## config.mk

```make
export PLATFORM = sky130hd
export DESIGN_NAME = pwm_dac_bank
export DESIGN_NICKNAME = d
export VERILOG_FILES = /design/src/rtl/pwm_bank_pkg.sv /design/src/rtl/pwm_timebase.sv /design/src/rtl/pwm_duty_regs.sv /design/src/rtl/pwm_channel.sv /design/src/rtl/pwm_dac_bank.sv
export SDC_FILE = /design/constraint.sdc
export NUM_CORES = 1
export LEC_CHECK = 0
export ABC_CLOCK_PERIOD_IN_PS = 3350
export BUFFER_PORTS_ARGS = -buffer_cell sky130_fd_sc_hd__buf_4
export CAP_MARGIN = 20
export CELL_PAD_IN_SITES_DETAIL_PLACEMENT = 1
export CELL_PAD_IN_SITES_GLOBAL_PLACEMENT = 1
export CORE_ASPECT_RATIO = 1.75
export CORE_MARGIN = 8
export CORE_UTILIZATION = 24
export CTS_CLUSTER_DIAMETER = 50
export CTS_CLUSTER_SIZE = 28
export DETAILED_ROUTE_END_ITERATION = 6
export HOLD_SLACK_MARGIN = 0.05
export PLACE_DENSITY_LB_ADDON = 0.1
export SYNTH_ARGS = -nofsm -noshare
export SYNTH_HDL_FRONTEND = slang
export SYNTH_SLANG_ARGS = --single-unit
```

## constraint.sdc

```tcl
create_clock -name clk -period 3.35 [get_ports clk]
set_input_delay 0.335 -clock clk [delete_from_list [all_inputs] [get_ports clk]]
set_output_delay 0.335 -clock clk [all_outputs]
set_load 0.01 [all_outputs]
```

## src/rtl/pwm_bank_pkg.sv

```systemverilog
package pwm_bank_pkg;

  parameter int DUTY_W = 8;

  typedef logic [DUTY_W-1:0] duty_t;

  // Highest counter value of a period in the selected mode.
  function automatic duty_t period_last(input logic short_mode);
    duty_t full_top;
    full_top = '1;
    return short_mode ? (full_top - duty_t'(3)) : full_top;
  endfunction

  // Output level for one channel: high while the count is below the code.
  function automatic logic pwm_level(input duty_t count, input duty_t code);
    return count < code;
  endfunction

  // Counter wraps on a tick that finds it at (or past) the period top.
  function automatic logic wrap_due(input logic tick, input duty_t count,
                                    input duty_t top);
    return tick && (count >= top);
  endfunction

endpackage

```

## src/rtl/pwm_timebase.sv

```systemverilog
module pwm_timebase
  import pwm_bank_pkg::*;
(
  input  logic  clk,
  input  logic  rst_n,
  input  logic  fast_clk_en,
  input  logic  short_period,
  output duty_t count,
  output logic  tick,
  output logic  wrap
);

  logic  phase_q;
  duty_t top;

  always_ff @(posedge clk or negedge rst_n) begin
    if (!rst_n) phase_q <= 1'b0;
    else        phase_q <= ~phase_q;
  end

  assign tick = fast_clk_en | phase_q;
  assign top  = period_last(short_period);
  assign wrap = wrap_due(tick, count, top);

  always_ff @(posedge clk or negedge rst_n) begin
    if (!rst_n)    count <= '0;
    else if (wrap) count <= '0;
    else if (tick) count <= count + duty_t'(1);
  end

  // at base rate a tick is never followed directly by another one
  a_r3_half_rate: assert property (@(posedge clk) disable iff (!rst_n)
    (tick && !fast_clk_en) |=> (!tick || fast_clk_en));

  // a wrap always leaves the counter at zero
  a_r4_wrap_to_zero: assert property (@(posedge clk) disable iff (!rst_n)
    wrap |=> (count == '0));

  // without a tick the counter holds
  a_r4_hold_no_tick: assert property (@(posedge clk) disable iff (!rst_n)
    !tick |=> $stable(count));

endmodule

```

## src/rtl/pwm_duty_regs.sv

```systemverilog
module pwm_duty_regs
  import pwm_bank_pkg::*;
#(
  parameter int    NUM_CH    = 14,
  parameter int    AW        = 4,
  parameter duty_t RESET_VAL = duty_t'(8'h80)
) (
  input  logic                         clk,
  input  logic                         rst_n,
  input  logic                         wr_en,
  input  logic [AW-1:0]                wr_addr,
  input  duty_t                        wr_data,
  input  logic [AW-1:0]                rd_addr,
  output duty_t                        rd_data,
  output logic [NUM_CH-1:0][DUTY_W-1:0] duty_next
);

  localparam logic [AW-1:0] LAST_IDX = AW'(NUM_CH - 1);

  logic [NUM_CH-1:0][DUTY_W-1:0] duty_q;
  logic [NUM_CH-1:0]             sel;

  for (genvar i = 0; i < NUM_CH; i++) begin : g_reg
    assign sel[i]       = wr_en && (wr_addr == AW'(i));
    assign duty_next[i] = sel[i] ? wr_data : duty_q[i];

    always_ff @(posedge clk or negedge rst_n) begin
      if (!rst_n) duty_q[i] <= RESET_VAL;
      else        duty_q[i] <= duty_next[i];
    end

    // a selected write is stored on the next edge
    a_r1_write_lands: assert property (@(posedge clk) disable iff (!rst_n)
      sel[i] |=> (duty_q[i] == $past(wr_data)));
  end

  always_comb begin
    rd_data = '0;
    for (int i = 0; i < NUM_CH; i++) begin
      if (rd_addr == AW'(i)) rd_data = duty_q[i];
    end
  end

  // writes beyond the last channel leave every register untouched
  a_r1_bad_addr_ignored: assert property (@(posedge clk) disable iff (!rst_n)
    (wr_en && (wr_addr > LAST_IDX)) |=> $stable(duty_q));

endmodule

```

## src/rtl/pwm_channel.sv

```systemverilog
module pwm_channel
  import pwm_bank_pkg::*;
#(
  parameter duty_t RESET_VAL = duty_t'(8'h80)
) (
  input  logic  clk,
  input  logic  rst_n,
  input  duty_t count,
  input  logic  wrap,
  input  duty_t load_val,
  output logic  level
);

  duty_t duty_act;

  always_ff @(posedge clk or negedge rst_n) begin
    if (!rst_n)    duty_act <= RESET_VAL;
    else if (wrap) duty_act <= load_val;
  end

  assign level = pwm_level(count, duty_act);

  // the active code moves only on a wrap
  a_r9_active_only_at_wrap: assert property (@(posedge clk) disable iff (!rst_n)
    !wrap |=> $stable(duty_act));

  // on a wrap the staged (or same-edge written) code is taken
  a_r9_load_at_wrap: assert property (@(posedge clk) disable iff (!rst_n)
    wrap |=> (duty_act == $past(load_val)));

  // a zero code never releases the output
  a_r6_zero_low: assert property (@(posedge clk) disable iff (!rst_n)
    (duty_act == '0) |-> !level);

endmodule

```

## src/rtl/pwm_dac_bank.sv

```systemverilog
module pwm_dac_bank
  import pwm_bank_pkg::*;
#(
  parameter int    NUM_CH     = 14,
  parameter duty_t RESET_DUTY = duty_t'(8'h80)
) (
  input  logic              clk,
  input  logic              rst_n,
  input  logic              fast_clk_en,
  input  logic              short_period,
  input  logic              wr_en,
  input  logic [3:0]        wr_addr,
  input  logic [7:0]        wr_data,
  input  logic [3:0]        rd_addr,
  output logic [7:0]        rd_data,
  output logic [NUM_CH-1:0] pwm_hi
);

  localparam int AW = 4;

  duty_t                         count;
  logic                          tick;
  logic                          wrap;
  logic [NUM_CH-1:0][DUTY_W-1:0] duty_next;

  pwm_timebase u_timebase (
    .clk          (clk),
    .rst_n        (rst_n),
    .fast_clk_en  (fast_clk_en),
    .short_period (short_period),
    .count        (count),
    .tick         (tick),
    .wrap         (wrap)
  );

  pwm_duty_regs #(
    .NUM_CH    (NUM_CH),
    .AW        (AW),
    .RESET_VAL (RESET_DUTY)
  ) u_regs (
    .clk       (clk),
    .rst_n     (rst_n),
    .wr_en     (wr_en),
    .wr_addr   (wr_addr),
    .wr_data   (wr_data),
    .rd_addr   (rd_addr),
    .rd_data   (rd_data),
    .duty_next (duty_next)
  );

  for (genvar i = 0; i < NUM_CH; i++) begin : g_ch
    pwm_channel #(
      .RESET_VAL (RESET_DUTY)
    ) u_ch (
      .clk      (clk),
      .rst_n    (rst_n),
      .count    (count),
      .wrap     (wrap),
      .load_val (duty_next[i]),
      .level    (pwm_hi[i])
    );
  end

  // all channels see a period start together, a zero count releases every nonzero code
  a_r5_aligned_start: assert property (@(posedge clk) disable iff (!rst_n)
    wrap |=> ((count == '0) && (tick || !tick)));

  // in the short mode the counter stays below FDh once a full period has passed
  a_r7_short_top: assert property (@(posedge clk) disable iff (!rst_n)
    (short_period && $past(short_period) && $past(wrap)) |-> (count < duty_t'(8'hFD)));

endmodule

```

==> results.tsv <==
stage	metric	value	unit
route	drc	0	
critical_path	crit_type	flop to output pin	
synth	ys.flop_type	dfrtp_1	
finish	syn_to_final_growth	16.56	%
floorplanning	die_h	317.1	um
critical_path	ff2ff_path_depth	7	
floorplanning	dieArea	59650	sq um
worst_hold_path	whs_endpoint	u_timebase.count[1]	
synth	synthTopCellsByArea	dfrtp_1, mux2_2, ha_1	
sta	timing.final.crit_period	3.082	ns
placement	gp_congestion	0.7356	
power	power.internal	5752	uW
clock_tree	cts_resized	0	
floorplanning	die_w	188.1	um
global_routing	grt_max_degree	85	
synth	synth_edf_count	0	
finish	multi_input_area	5761	sq um
sta	rsz0062_at_grt	false	
clock_tree	clkSinkCount	233	
clock_tree	cts_tree	yes	
placement	dp_hpwl	31700	um
route	firstDrtPassIters	4	
sta	fmax	324.4	MHz
power	clkPwrFrac	36.8	%
finish	antenna_cells	0	
floorplanning	start_util	24.23	%
global_routing	grt_pass1_vias	9774	
clock_tree	cts_root_buf	clkbuf_16	
global_routing	track_usage	14.64	%
placement	port_buffers	42	
clock_tree	cts-hold-fix-buffers	1	
synth	ys_seq_area_share	47.16	%
route	wl	42750	um
global_routing	grt_first_pass_wirelength	65560	um
clock_tree	numCtsBuffers	27	
sta	maxSlewHeadroom	52.12	%
finish	regArea	5866	sq um
power	leakagePower	0.006840	uW
power	irDropWorstVdd	317.8	uV
power	combPwrFrac	22.9	%
synth	synth_top_area_share	41.25	%
synth	synth_nets	1290	
power	switchingPower	2836	uW
route	drt_iter0_markers	281	
sta	slew_viol_final	0	
global_routing	grt_overflow	0	
sta	worstMarginPinSlew	0.7182	ns
floorplanning	rows	110	
route	vias	8622	
finish	fillCellCount	5705	
finish	drive_above_1_share	25.70	%
critical_path	rr_endpoint	g_ch[9].u_ch.duty_act[0]	
critical_path	crit_fanout	7	
run_status	status	complete, no violations	
route	wl_per_cell	22.57	um
critical_path	endpoint_kind	output pin	
sta	fin_tns_setup	0	ns
critical_path	reg2reg_from	u_timebase.count[1]	
finish	final_util	28.24	%
clock_tree	clockBufferDepth	3	
sta	finalCritPeriodShare	92.01	%
route	ant_nets	0	
power	powerDensity	592.4	nW/um^2
critical_path	cp.arrival	2.75	ns
sta	skew	0.02039	ns
worst_hold_path	hp-class	input port to flop	
global_routing	antenna_found_initial	0	
finish	nNetsFinal	1324	
power	seqPwrFrac	40.3	%
clock_tree	clkTransAtPathRegs	0.08	ns
job	maxCapViolations	0	
synth	syn_avg_cell_area	10.65	sq um
synth	ys_types	59	
floorplanning	ios	43	
route	viasPerCell	4.552	
clock_tree	cts_setup_buffers	0	
critical_path	crit_required	3.01	ns
synth	ys_async_sr_fraction	100.0	%
synth	synthCells	1168	
worst_hold_path	hold_start	fast_clk_en	
sta	finalHoldViolCount	0	
floorplanning	core-area	51340	sq um
synth	synth.cell_area	12440	sq um
critical_path	start_kind	flop	
sta	setup_viol	0	
synth	synth-seq-cells	233	
clock_tree	h-tree-depth	1	
synth	yosysTopAreaCell	dfrtp_1	
sta	whs	0.1745	ns
power	swShare	33.02	%
synth	ys_warn_count	0	
worst_hold_path	whs_path_depth	4	
critical_path	rrSetupSlack	0.96	ns
clock_tree	insertion_delay	0.55	ns
==> flip-flops by register name, summed over array words and instances, names as in the netlist <==
register	flops
u_timebase.count	8
u_timebase.phase_q	1
g_ch.u_ch.duty_act	112
u_regs.duty_q	112
==> logic make-up (layout without fill, tap and decap cells) <==
kind of cell	after synthesis	after routing	synth area share (%)
muxes	152	152	14.31
adders and majority gates	101	101	10.16
DFF	233	233	47.16
buffers and inverters	191	245	6.559
and+or+nand+nor	222	222	7.948
xor gates and xnor gates	4	4	0.2817
AOI/OAI and AO/OA	265	265	13.58
==> synth_stat cells (7+ instances only) <==
cell type	number
nor2_2	7
o21ai_0	138
inv_1	120
o211ai_1	10
mux2i_1	18
o21a_1	29
nor2_1	25
nand2b_1	7
a31o_2	15
mux2_2	122
ha_1	101
buf_4	14
a21boi_0	14
buf_2	13
a2111oi_0	15
dfrtp_1	205
a21oi_1	11
clkbuf_1	38
nand2_1	151
dfstp_2	28
==> layout by cell type (no fill, tap or decap), drive strengths merged, types with 3 or more instances in the layout <==
| cell type | n |
|---|---|
| nand3b | 3 |
| mux2i | 18 |
| clkbuf | 31 |
| clkinv | 6 |
| a31o | 15 |
| dfrtp | 205 |
| o22ai | 3 |
| o21ai | 138 |
| o211ai | 10 |
| a21boi | 14 |
| nand3 | 5 |
| a2111oi | 15 |
| o2111ai | 6 |
| nand2b | 7 |
| nor2 | 32 |
| o21a | 29 |
| mux2 | 128 |
| xor2 | 4 |
| bufinv | 3 |
| o32a | 4 |
| dfstp | 28 |
| ha | 101 |
| nand2 | 152 |
| mux4 | 6 |
| or2 | 4 |
| a21oi | 11 |
| buf | 74 |
| nor3 | 4 |
| inv | 128 |
| nand4 | 3 |
| or3 | 5 |
==> layout make-up <==
| type | count | area share (%) |
|---|---|---|
| clock inverter | 18 | 1.631 |
| timing repair buffer | 75 | 4.471 |
| tap | 672 | 5.800 |
| clock buffer | 31 | 4.764 |
| inverter | 121 | 3.133 |
| sequential | 233 | 40.46 |
| multi-input combinational | 744 | 39.74 |
==> power groups by stage <==
stage / Clock (uW) / Combinational, uW / Sequential [uW]
floorplan: 0 / 1030 / 3490
global placement: 0 / 2060 / 3510
detailed placement: 0 / 2070 / 3520
CTS: 3280 / 2080 / 3470
global route: 3360 / 2220 / 3500
finish: 3160 / 1970 / 3460
==> worst max-delay path by stage <==
stage | startpoint | endpoint | slack, ns | cells after the start
after global placement | u_timebase.count[7] | pwm_hi[6] | 0.79 | 8
after floorplan | u_timebase.count[0] | g_ch[10].u_ch.duty_act[0] | 1.18 | 9
after detailed placement | u_timebase.count[7] | pwm_hi[5] | 0.80 | 8
final | u_timebase.count[7] | pwm_hi[5] | 0.27 | 8
after global routing | u_timebase.count[7] | pwm_hi[4] | 0.02 | 8
after CTS | u_timebase.count[7] | pwm_hi[5] | 0.18 | 8
==> per-stage QoR <==
step                power, uW  area [sq um]  instances  worst slack [ns]
finish                   8588         14500       1894            0.2678
global route             9080         14500       1894           0.02292
CTS                      8823         14500       1894            0.1828
detailed placement       5589         13560       1844            0.8013
global placement         5576         13560       1844            0.7911
floorplan                4514         12440       1168             1.184
==> worst max-delay path: stages, from the launching register on <==
cell,delay (ns)
dfrtp_1,0.59
buf_4,0.31
buf_4,0.17
ha_1,0.20
a2111oi_0,0.48
nand2_1,0.10
o21ai_0,0.10
a31o_2,0.12
buf_4,0.12
==> per-layer routing <==
layer | GRT usage, % | routed length, um | vias up
met5 | 0 | 0 | -
met4 | 4.688 | 1158 | 0
met3 | 1.240 | 726 | 43
met2 | 28.60 | 23880 | 81
met1 | 16.37 | 16990 | 4388
li1 | - | - | 4110
No activity file was read; power rests on OpenSTA's default activity.
